File: config.mk
export PLATFORM = sky130hd
export DESIGN_NAME = modclk_mgr
export DESIGN_NICKNAME = d
export VERILOG_FILES = /design/src/rtl/modclk_pkg.sv /design/src/rtl/modclk_mode_reg.sv /design/src/rtl/modclk_status_fsm.sv /design/src/rtl/modclk_acc_guard.sv /design/src/rtl/modclk_mgr.sv
export SDC_FILE = /design/constraint.sdc
export NUM_CORES = 1
export LEC_CHECK = 0
export ABC_AREA = 1
export BUFFER_PORTS_ARGS = -buffer_cell sky130_fd_sc_hd__buf_2
export CAP_MARGIN = 20
export CORE_AREA = 2 2 41 43
export DETAILED_ROUTE_END_ITERATION = 8
export DIE_AREA = 0 0 43 45
export PLACE_DENSITY_LB_ADDON = 0.1
export RECOVER_POWER = 50
export SYNTH_ARGS = -nofsm -noshare
export SYNTH_HDL_FRONTEND = slang
export SYNTH_SLANG_ARGS = --single-unit
File: constraint.sdc
create_clock -name clk -period 2.95 [get_ports clk]
set_clock_uncertainty 0.2 [all_clocks]
set_input_delay 0.295 -clock clk [delete_from_list [all_inputs] [get_ports clk]]
set_output_delay 0.295 -clock clk [all_outputs]
set_load 0.05 [all_outputs]
File: src/rtl/modclk_pkg.sv
package modclk_pkg;
  localparam int MODE_W = 2;
  localparam int STAT_W = 2;

  localparam logic [MODE_W-1:0] MODE_OFF = 2'd0;
  localparam logic [MODE_W-1:0] MODE_ON  = 2'd2;

  localparam logic [STAT_W-1:0] STAT_RUN    = 2'd0;
  localparam logic [STAT_W-1:0] STAT_TRANS  = 2'd1;
  localparam logic [STAT_W-1:0] STAT_IFIDLE = 2'd2;
  localparam logic [STAT_W-1:0] STAT_OFF    = 2'd3;

  typedef enum logic [2:0] {
    S_OFF    = 3'd0,
    S_WAKE   = 3'd1,
    S_RUN    = 3'd2,
    S_IFIDLE = 3'd3,
    S_SLEEP  = 3'd4
  } fsm_t;

  function automatic logic [STAT_W-1:0] status_of(fsm_t s);
    case (s)
      S_RUN:    return STAT_RUN;
      S_IFIDLE: return STAT_IFIDLE;
      S_WAKE,
      S_SLEEP:  return STAT_TRANS;
      default:  return STAT_OFF;
    endcase
  endfunction
endpackage

File: src/rtl/modclk_mode_reg.sv
module modclk_mode_reg
  import modclk_pkg::*;
(
  input  logic              clk,
  input  logic              rst,
  input  logic              warm_rst,
  input  logic              wr,
  input  logic [MODE_W-1:0] wdata,
  output logic [MODE_W-1:0] mode_q,
  output logic              veto_q
);
  logic legal;
  assign legal = (wdata == MODE_OFF) || (wdata == MODE_ON);

  always_ff @(posedge clk) begin
    if (rst || warm_rst) begin
      mode_q <= MODE_OFF;
      veto_q <= 1'b0;
    end else if (wr && legal) begin
      mode_q <= wdata;
      veto_q <= (wdata == MODE_ON);
    end
  end
endmodule

File: src/rtl/modclk_status_fsm.sv
module modclk_status_fsm
  import modclk_pkg::*;
(
  input  logic              clk,
  input  logic              rst,
  input  logic [MODE_W-1:0] mode,
  input  logic              idle_ack,
  input  logic              wake_req,
  input  logic              dom_idle,
  output logic [STAT_W-1:0] status_q,
  output logic              idle_req_q,
  output logic              fclk_en_q,
  output logic              iclk_en_q
);
  fsm_t state_q, state_d;
  logic on;
  assign on = (mode == MODE_ON);

  always_comb begin
    state_d = state_q;
    case (state_q)
      S_OFF:    if (on) state_d = S_WAKE;
      S_WAKE:   if (!idle_ack) state_d = S_RUN;
      S_RUN: begin
        if (!on && !wake_req)   state_d = S_SLEEP;
        else if (on && dom_idle) state_d = S_IFIDLE;
      end
      S_IFIDLE: begin
        if (!on)           state_d = S_SLEEP;
        else if (!dom_idle) state_d = S_RUN;
      end
      S_SLEEP: begin
        if (idle_ack)      state_d = S_OFF;
        else if (wake_req) state_d = S_WAKE;
      end
      default: state_d = S_OFF;
    endcase
  end

  always_ff @(posedge clk) begin
    if (rst) begin
      state_q    <= S_OFF;
      status_q   <= STAT_OFF;
      idle_req_q <= 1'b1;
      fclk_en_q  <= 1'b0;
      iclk_en_q  <= 1'b0;
    end else begin
      state_q    <= state_d;
      status_q   <= status_of(state_d);
      idle_req_q <= (state_d == S_OFF) || (state_d == S_SLEEP);
      fclk_en_q  <= (state_d != S_OFF);
      iclk_en_q  <= (state_d == S_WAKE) || (state_d == S_RUN) || (state_d == S_SLEEP);
    end
  end
endmodule

File: src/rtl/modclk_acc_guard.sv
module modclk_acc_guard
  import modclk_pkg::*;
(
  input  logic              clk,
  input  logic              rst,
  input  logic [STAT_W-1:0] status,
  input  logic              acc_valid,
  input  logic              acc_wake,
  output logic              acc_err_q
);
  always_ff @(posedge clk) begin
    if (rst) acc_err_q <= 1'b0;
    else     acc_err_q <= acc_valid && !acc_wake && (status == STAT_OFF);
  end
endmodule

File: src/rtl/modclk_mgr.sv
module modclk_mgr
  import modclk_pkg::*;
(
  input  logic              clk,
  input  logic              rst,
  input  logic              warm_rst,
  input  logic              cfg_wr,
  input  logic [MODE_W-1:0] cfg_wdata,
  output logic [MODE_W-1:0] mode,
  output logic [STAT_W-1:0] status,
  output logic              idle_req,
  input  logic              idle_ack,
  input  logic              wake_req,
  input  logic              dom_idle,
  output logic              fclk_en,
  output logic              iclk_en,
  output logic              sleep_veto,
  input  logic              acc_valid,
  input  logic              acc_wake,
  output logic              acc_err
);
  modclk_mode_reg u_mode (
    .clk(clk), .rst(rst), .warm_rst(warm_rst), .wr(cfg_wr), .wdata(cfg_wdata),
    .mode_q(mode), .veto_q(sleep_veto)
  );

  modclk_status_fsm u_fsm (
    .clk(clk), .rst(rst), .mode(mode), .idle_ack(idle_ack), .wake_req(wake_req),
    .dom_idle(dom_idle), .status_q(status), .idle_req_q(idle_req),
    .fclk_en_q(fclk_en), .iclk_en_q(iclk_en)
  );

  modclk_acc_guard u_guard (
    .clk(clk), .rst(rst), .status(status), .acc_valid(acc_valid),
    .acc_wake(acc_wake), .acc_err_q(acc_err)
  );
endmodule

==> insert_results.sql, run 1 <==
INSERT INTO impl_metrics (metric_group, metric, value, unit) VALUES
('sta', 'rsz0062_at_grt', 'false', ''),
('status', 'run_status', 'complete, no violations', ''),
('worst_setup_path', 'rrSetupSlack', '1550', 'ps'),
('clocking', 'cts_setup_buffers', '0', ''),
('synthesis', 'synth.yosys.warnings', '0', ''),
('placed_design', 'io_buffer_count', '19', ''),
('drt', 'vias', '522', ''),
('synthesis', 'postSynthCellCount', '76', ''),
('global_routing', 'globalRoute.totalOverflow', '0', ''),
('final_layout', 'layout-drive-gt1-share', '0.310', ''),
('placed_design', 'hpwl', '854', 'µm'),
('synthesis', 'async_flop_share', '0', ''),
('floorplanning', 'floorplan.core_area', '1470', 'µm²'),
('power_and_ir_drop', 'total_leakage_power', '0.377', 'nW'),
('floorplanning', 'die-width', '43', 'µm'),
('worst_setup_path', 'critical_path.endpoint', 'fclk_en', ''),
('power_and_ir_drop', 'power.internal', '0.266', 'mW'),
('sta', 'max_clock_freq', '652', 'MHz'),
('floorplanning', 'design.die.area', '1940', 'µm²'),
('synthesis', 'muxShareOfSynthArea', '0', ''),
('synthesis', 'synth_adder_area_share', '0', ''),
('clocking', 'postCtsHoldBufs', '1', ''),
('sta', 'timing_max_transition_violations_final', '0', ''),
('placed_design', 'replace_congestion', '0.782', ''),
('sta', 'post-route-min-period', '1530', 'ps'),
('drt', 'ant_nets', '0', ''),
('worst_setup_path', 'worst_setup_path_end_kind', 'output port', ''),
('worst_setup_path', 'worst_r2r_endpoint', 'u_fsm.fclk_en_q', ''),
('floorplanning', 'initial_util', '0.376', ''),
('global_routing', 'vias_in_the_first_global_route', '502', ''),
('synthesis', 'synth_cell_types', '17', ''),
('clocking', 'post_cts.resized_instances', '0', ''),
('synthesis', 'synth.avg_cell_area', '7.28', 'µm²'),
('synthesis', 'synth_compound_gate_area_share', '0.0520', ''),
('drt', 'vias_per_cell', '4.50', ''),
('sta', 'final.period_utilization', '0.520', ''),
('worst_setup_path', 'crit_path_max_cell_delay', '460', 'ps'),
('global_routing', 'initial_antenna_violation_count', '0', ''),
('clocking', 'clk-insertion-delay-late', '270', 'ps'),
('worst_setup_path', 'crit_path_start_kind', 'flop', ''),
('power_and_ir_drop', 'power_share_of_the_clock_group', '0.348', ''),
('flow_run', 'maxCapViolCount', '0', ''),
('sta', 'setup_viol', '0', ''),
('drt', 'detail_route.wirelength', '1070', 'µm'),
('power_and_ir_drop', 'sequentialPowerShare', '0.469', ''),
('hold_path', 'holdCritPathClass', 'input pin to flop', ''),
('floorplanning', 'num_rows', '14', ''),
('synthesis', 'post-synth-top-area-cell', 'sky130_fd_sc_hd__dfxtp_1', ''),
('global_routing', 'grt_max_degree', '8', ''),
('clocking', 'clk_pin_slew', '70', 'ps'),
('worst_setup_path', 'worstPathCellList', 'clkbuf_1', ''),
('worst_setup_path', 'timing.critical_path.fanout_max', '1', ''),
('power_and_ir_drop', 'power.share.combinational', '0.182', ''),
('drt', 'first_pass_iters', '4', ''),
('worst_setup_path', 'cp-startpoint', 'u_fsm.fclk_en_q', ''),
('worst_setup_path', 'reg2reg_from', 'u_fsm.state_q[0]', ''),
('synthesis', 'synth_enable_flop_cells', '0', ''),
('synthesis', 'netlist_top_cells_area', 'sky130_fd_sc_hd__dfxtp_1 (43%), sky130_fd_sc_hd__nand2_1 (12%), sky130_fd_sc_hd__nand3_1 (6.3%), sky130_fd_sc_hd__inv_1 (6.1%), sky130_fd_sc_hd__nand3_2 (5.4%)', ''),
('synthesis', 'yosys.area_share.xor_xnor', '0', ''),
('final_layout', 'antenna_cells', '0', ''),
('global_routing', 'track_usage', '0.127', ''),
('clocking', 'htreeDepth', '1', ''),
('power_and_ir_drop', 'power-per-cell-area', '533', 'nW/µm²'),
('synthesis', 'postSynthRegisterBits', '12', ''),
('placed_design', 'place_worst_setup_slack', '1560', 'ps'),
('worst_setup_path', 'critical_path.top_delay_family', 'buffers and inverters', ''),
('sta', 'slack_of_the_critical_path', '1420', 'ps'),
('final_layout', 'final_nets', '112', ''),
('power_and_ir_drop', 'switching_share', '0.287', ''),
('clocking', 'tritoncts', 'yes', ''),
('synthesis', 'synth_top_family_by_area', 'simple AND/OR/NAND/NOR gates', '');
cells by family after synthesis:
logic type             after synthesis
AOI/OAI and AO/OA                    5
buffers and inverters               13
DFF                                 12
and+or+nand+nor                     46
routing by layer:
| metal | global-route usage | up-vias | share of wire |
|---|---|---|---|
| li1 | - | 284 | - |
| met1 | 0.159 | 221 | 0.51 |
| met2 | 0.206 | 12 | 0.42 |
| met3 | 0.0240 | 5 | 0.047 |
| met4 | 0.0727 | 0 | 0.021 |
| met5 | 0 | - | 0 |
registers in the layout, indices dropped and copies added (netlist names):
register / cells
u_fsm.status_q: 2
u_fsm.iclk_en_q: 1
u_mode.veto_q: 1
u_mode.mode_q: 2
u_fsm.state_q: 3
u_fsm.fclk_en_q: 1
u_fsm.idle_req_q: 1
u_guard.acc_err_q: 1
through the flow:
step	power, mW	utilization	instances
floorplan	0.230	-	76
global placement	0.249	0.454	111
detailed placement	0.248	0.454	111
CTS	0.378	0.486	116
global route	0.390	0.474	116
finish	0.372	0.474	116
how the worst min path moves through the flow:
| stage | end | startpoint | slack (ps) | cells after the start |
|---|---|---|---|---|
| 2_1_floorplan | u_fsm.iclk_en_q | rst | 170 | 1 |
| 3_3_place_gp | u_mode.veto_q | u_mode.veto_q | 250 | 2 |
| 3_5_place_dp | u_mode.veto_q | u_mode.veto_q | 250 | 2 |
| 4_1_cts | u_guard.acc_err_q | acc_valid | 70 | 2 |
| 5_1_grt | u_guard.acc_err_q | acc_valid | 90 | 2 |
| 6_report | u_guard.acc_err_q | acc_valid | 80 | 2 |
cell type report:
class / count / area (µm²)
repair buffers: 20 / 101
fillers: 164 / 773
inverters: 13 / 48.8
clock buffers: 4 / 36.3
well taps: 16 / 20.0
flip-flops and latches: 12 / 240
multi-input cells: 51 / 251
power groups by stage:
| stage | clock (mW) | sequential, mW | combinational (mW) |
|---|---|---|---|
| floorplan | 0 | 0.203 | 0.0263 |
| global placement | 0 | 0.178 | 0.0702 |
| detailed placement | 0 | 0.179 | 0.0698 |
| CTS | 0.132 | 0.175 | 0.0713 |
| global route | 0.139 | 0.176 | 0.0752 |
| finish | 0.130 | 0.175 | 0.0678 |
placed cells by master (no fill, tap or decap), types with 2 or more instances in the layout:
cell type                  count
sky130_fd_sc_hd__a21oi_1       3
sky130_fd_sc_hd__buf_2        16
sky130_fd_sc_hd__clkbuf_1      3
sky130_fd_sc_hd__clkbuf_4      3
sky130_fd_sc_hd__dfxtp_1      12
sky130_fd_sc_hd__inv_1        10
sky130_fd_sc_hd__inv_2         3
sky130_fd_sc_hd__nand2_1      18
sky130_fd_sc_hd__nand2_2       2
sky130_fd_sc_hd__nand3_1       7
sky130_fd_sc_hd__nand3_2       3
sky130_fd_sc_hd__nor2_1       11
Note: power is estimated with default switching activity, not from simulation.
==> run 2, diff against run 1 <==
Clock period 2.95 ns to 1.55 ns, I/O delays scaled along.
==> insert_results.sql, run 2 (synthesized netlist as in run 1, its figures left out) <==
INSERT INTO impl_metrics (metric_group, metric, value, unit) VALUES
('status', 'run_status', 'complete, but fails checks', ''),
('status', 'violations', 'negative hold slack', ''),
('sta', 'rsz0062_at_grt', 'false', ''),
('drt', 'detail_route.wirelength', '1260', 'µm'),
('final_layout', 'largest_register_ffs', '3', ''),
('sta', 'worst_slew_margin_rel', '0.610', ''),
('final_layout', 'layout-drive-gt1-share', '0.324', ''),
('final_layout', 'nFillCells', '148', ''),
('global_routing', 'initial_antenna_violation_count', '0', ''),
('power_and_ir_drop', 'total_leakage_power', '0.405', 'nW'),
('floorplanning', 'dieHeight', '45', 'µm'),
('final_layout', 'top_regs', 'u_fsm.state_q (3), u_fsm.status_q (2), u_mode.mode_q (2)', ''),
('worst_setup_path', 'crit_path_max_cell_delay', '460', 'ps'),
('worst_setup_path', 'worst-endpoint-required', '1190', 'ps'),
('drt', 'vias_per_cell', '4.61', ''),
('power_and_ir_drop', 'peakVddDrop', '0.531', 'mV'),
('sta', 'worst_margin_slew', '587', 'ps'),
('placed_design', 'replace_congestion', '0.728', ''),
('global_routing', 'vias_in_the_first_global_route', '548', ''),
('final_layout', 'synthToLayoutAreaGrowth', '43.0', '%'),
('sta', 'setup-tns-final', '0', 'ps'),
('worst_setup_path', 'worst_setup_path_end_kind', 'output port', ''),
('clocking', 'clk_pin_slew', '80', 'ps'),
('final_layout', 'mostFrequentLayoutCells', 'sky130_fd_sc_hd__nand2_1 (18), sky130_fd_sc_hd__buf_2 (11), sky130_fd_sc_hd__dfxtp_1 (10)', ''),
('drt', 'first_iter_violations', '14', ''),
('clocking', 'clock_tree.root_cell', 'sky130_fd_sc_hd__clkbuf_4', ''),
('floorplanning', 'design.die.area', '1940', 'µm²'),
('placed_design', 'io_buffer_count', '19', ''),
('sta', 'max_clock_freq', '708', 'MHz'),
('worst_setup_path', 'critPathArrivalTime', '1060', 'ps'),
('global_routing', 'globalRoute.totalOverflow', '0', ''),
('final_layout', 'layout_commonest_cell', 'sky130_fd_sc_hd__nand2_1', ''),
('worst_setup_path', 'crit_path_start_kind', 'flop', ''),
('placed_design', 'place_worst_setup_slack', '188', 'ps'),
('drt', 'ant_nets', '0', ''),
('global_routing', 'grt_max_degree', '8', ''),
('sta', 'hold_violations', '2', ''),
('global_routing', 'global_route_wire_length_before_repair', '2130', 'µm'),
('hold_path', 'holdCritPathClass', 'input pin to flop', ''),
('floorplanning', 'num_rows', '14', ''),
('drt', 'avgRoutedWirePerCell', '10.1', 'µm'),
('global_routing', 'track_usage', '0.152', ''),
('sta', 'setup_viol', '0', ''),
('drt', 'vias', '572', ''),
('sta', 'post-route-min-period', '1410', 'ps'),
('worst_setup_path', 'worstPathCellList', 'clkbuf_1', ''),
('clocking', 'htreeDepth', '1', ''),
('clocking', 'tritoncts', 'yes', ''),
('worst_setup_path', 'slowest_stage', 'sky130_fd_sc_hd__clkbuf_1', ''),
('floorplanning', 'pin_count', '20', ''),
('clocking', 'clock_sinks', '12', ''),
('placed_design', 'hpwl', '903', 'µm'),
('clocking', 'clk-insertion-delay-late', '280', 'ps'),
('drt', 'first_pass_iters', '4', ''),
('floorplanning', 'die-width', '43', 'µm'),
('sta', 'slack_of_the_critical_path', '137', 'ps'),
('worst_setup_path', 'timing.critical_path.fanout_max', '1', ''),
('floorplanning', 'floorplan.core_area', '1470', 'µm²'),
('sta', 'fin_worst_hold_slack', '-15.5', 'ps'),
('final_layout', 'regMostFlops', 'u_fsm.state_q', ''),
('final_layout', 'antenna_cells', '0', ''),
('power_and_ir_drop', 'power-per-cell-area', '933', 'nW/µm²'),
('sta', 'timing_max_transition_violations_final', '0', ''),
('clocking', 'numCtsBuffers', '3', ''),
('worst_setup_path', 'cp.buffers_inverters', '1', ''),
('floorplanning', 'initial_util', '0.376', ''),
('sta', 'final.period_utilization', '0.911', ''),
('clocking', 'cts_setup_buffers', '0', ''),
('flow_run', 'maxCapViolCount', '0', ''),
('worst_setup_path', 'critical_path.top_delay_family', 'buffers and inverters', ''),
('final_layout', 'final_nets', '120', ''),
('drt', 'post-route-drc-count', '0', ''),
('clocking', 'cts_max_path_buffers', '2', ''),
('worst_setup_path', 'timing.setup.critical_path_class', 'flop to output port', '');
## run 2: cell types whose count changed in the layout (fill, tap and decap cells not counted), sizes merged
cell         before  now
dlygate4sd3       1    9
clkbuf            7   12
buf              16   11
## run 2: worst paths after layout
kind                                       start          endpoint  slack [ps]  cells past startpoint
worst min register to register     u_mode.veto_q     u_mode.veto_q         260                      2
worst max-delay path             u_fsm.fclk_en_q           fclk_en         140                      1
worst min-delay path                cfg_wdata[0]  u_mode.mode_q[1]         -20                      4
worst max register to register  u_fsm.state_q[0]   u_fsm.iclk_en_q         170                      7
## run 2: worst min-delay path, delay by kind of cell
kind            cells  cell delay [ps]
simple gates        2              130
buf+inv             1               70
compound gates      1               70
## run 2: what timing repair did
action,in CTS,in global routing
endpoints found under the hold margin,8,1
setup endpoints to repair,0,2
hold buffers,9,2
resized for setup,0,1
## run 2: metrics by stage
stage | cell area (µm²) | power (mW) | util | instances
5_1_grt | 791 | 0.774 | 0.537 | 124
3_3_place_gp | 671 | 0.474 | 0.456 | 111
3_5_place_dp | 671 | 0.474 | 0.456 | 111
4_1_cts | 797 | 0.749 | 0.542 | 124
2_1_floorplan | 556 | 0.437 | - | 76
6_report | 791 | 0.738 | 0.537 | 124
## run 2: power breakdown
part	internal (mW)	total [mW]	switching (mW)	leakage (nW)
combinational	0.0515	0.149	0.0971	0.285
clock	0.143	0.256	0.113	0.0210
sequential	0.324	0.333	0.00874	0.0991
## run 2: layout make-up
| type | count | area (µm²) | area share |
|---|---|---|---|
| Sequential cell | 12 | 243 | 0.307 |
| Inverter | 13 | 48.8 | 0.0617 |
| Multi-Input combinational cell | 51 | 264 | 0.334 |
| Tap cell | 16 | 20.0 | 0.0253 |
| Timing Repair Buffer | 28 | 179 | 0.226 |
| Clock buffer | 4 | 36.3 | 0.0459 |
## run 2: metal layers
| layer | GRT usage | vias up | wire, µm |
|---|---|---|---|
| met5 | 0 | - | 0 |
| met4 | 0.0788 | 0 | 11 |
| met3 | 0.0400 | 2 | 93 |
| met2 | 0.258 | 19 | 623 |
| met1 | 0.179 | 250 | 527 |
| li1 | - | 301 | - |
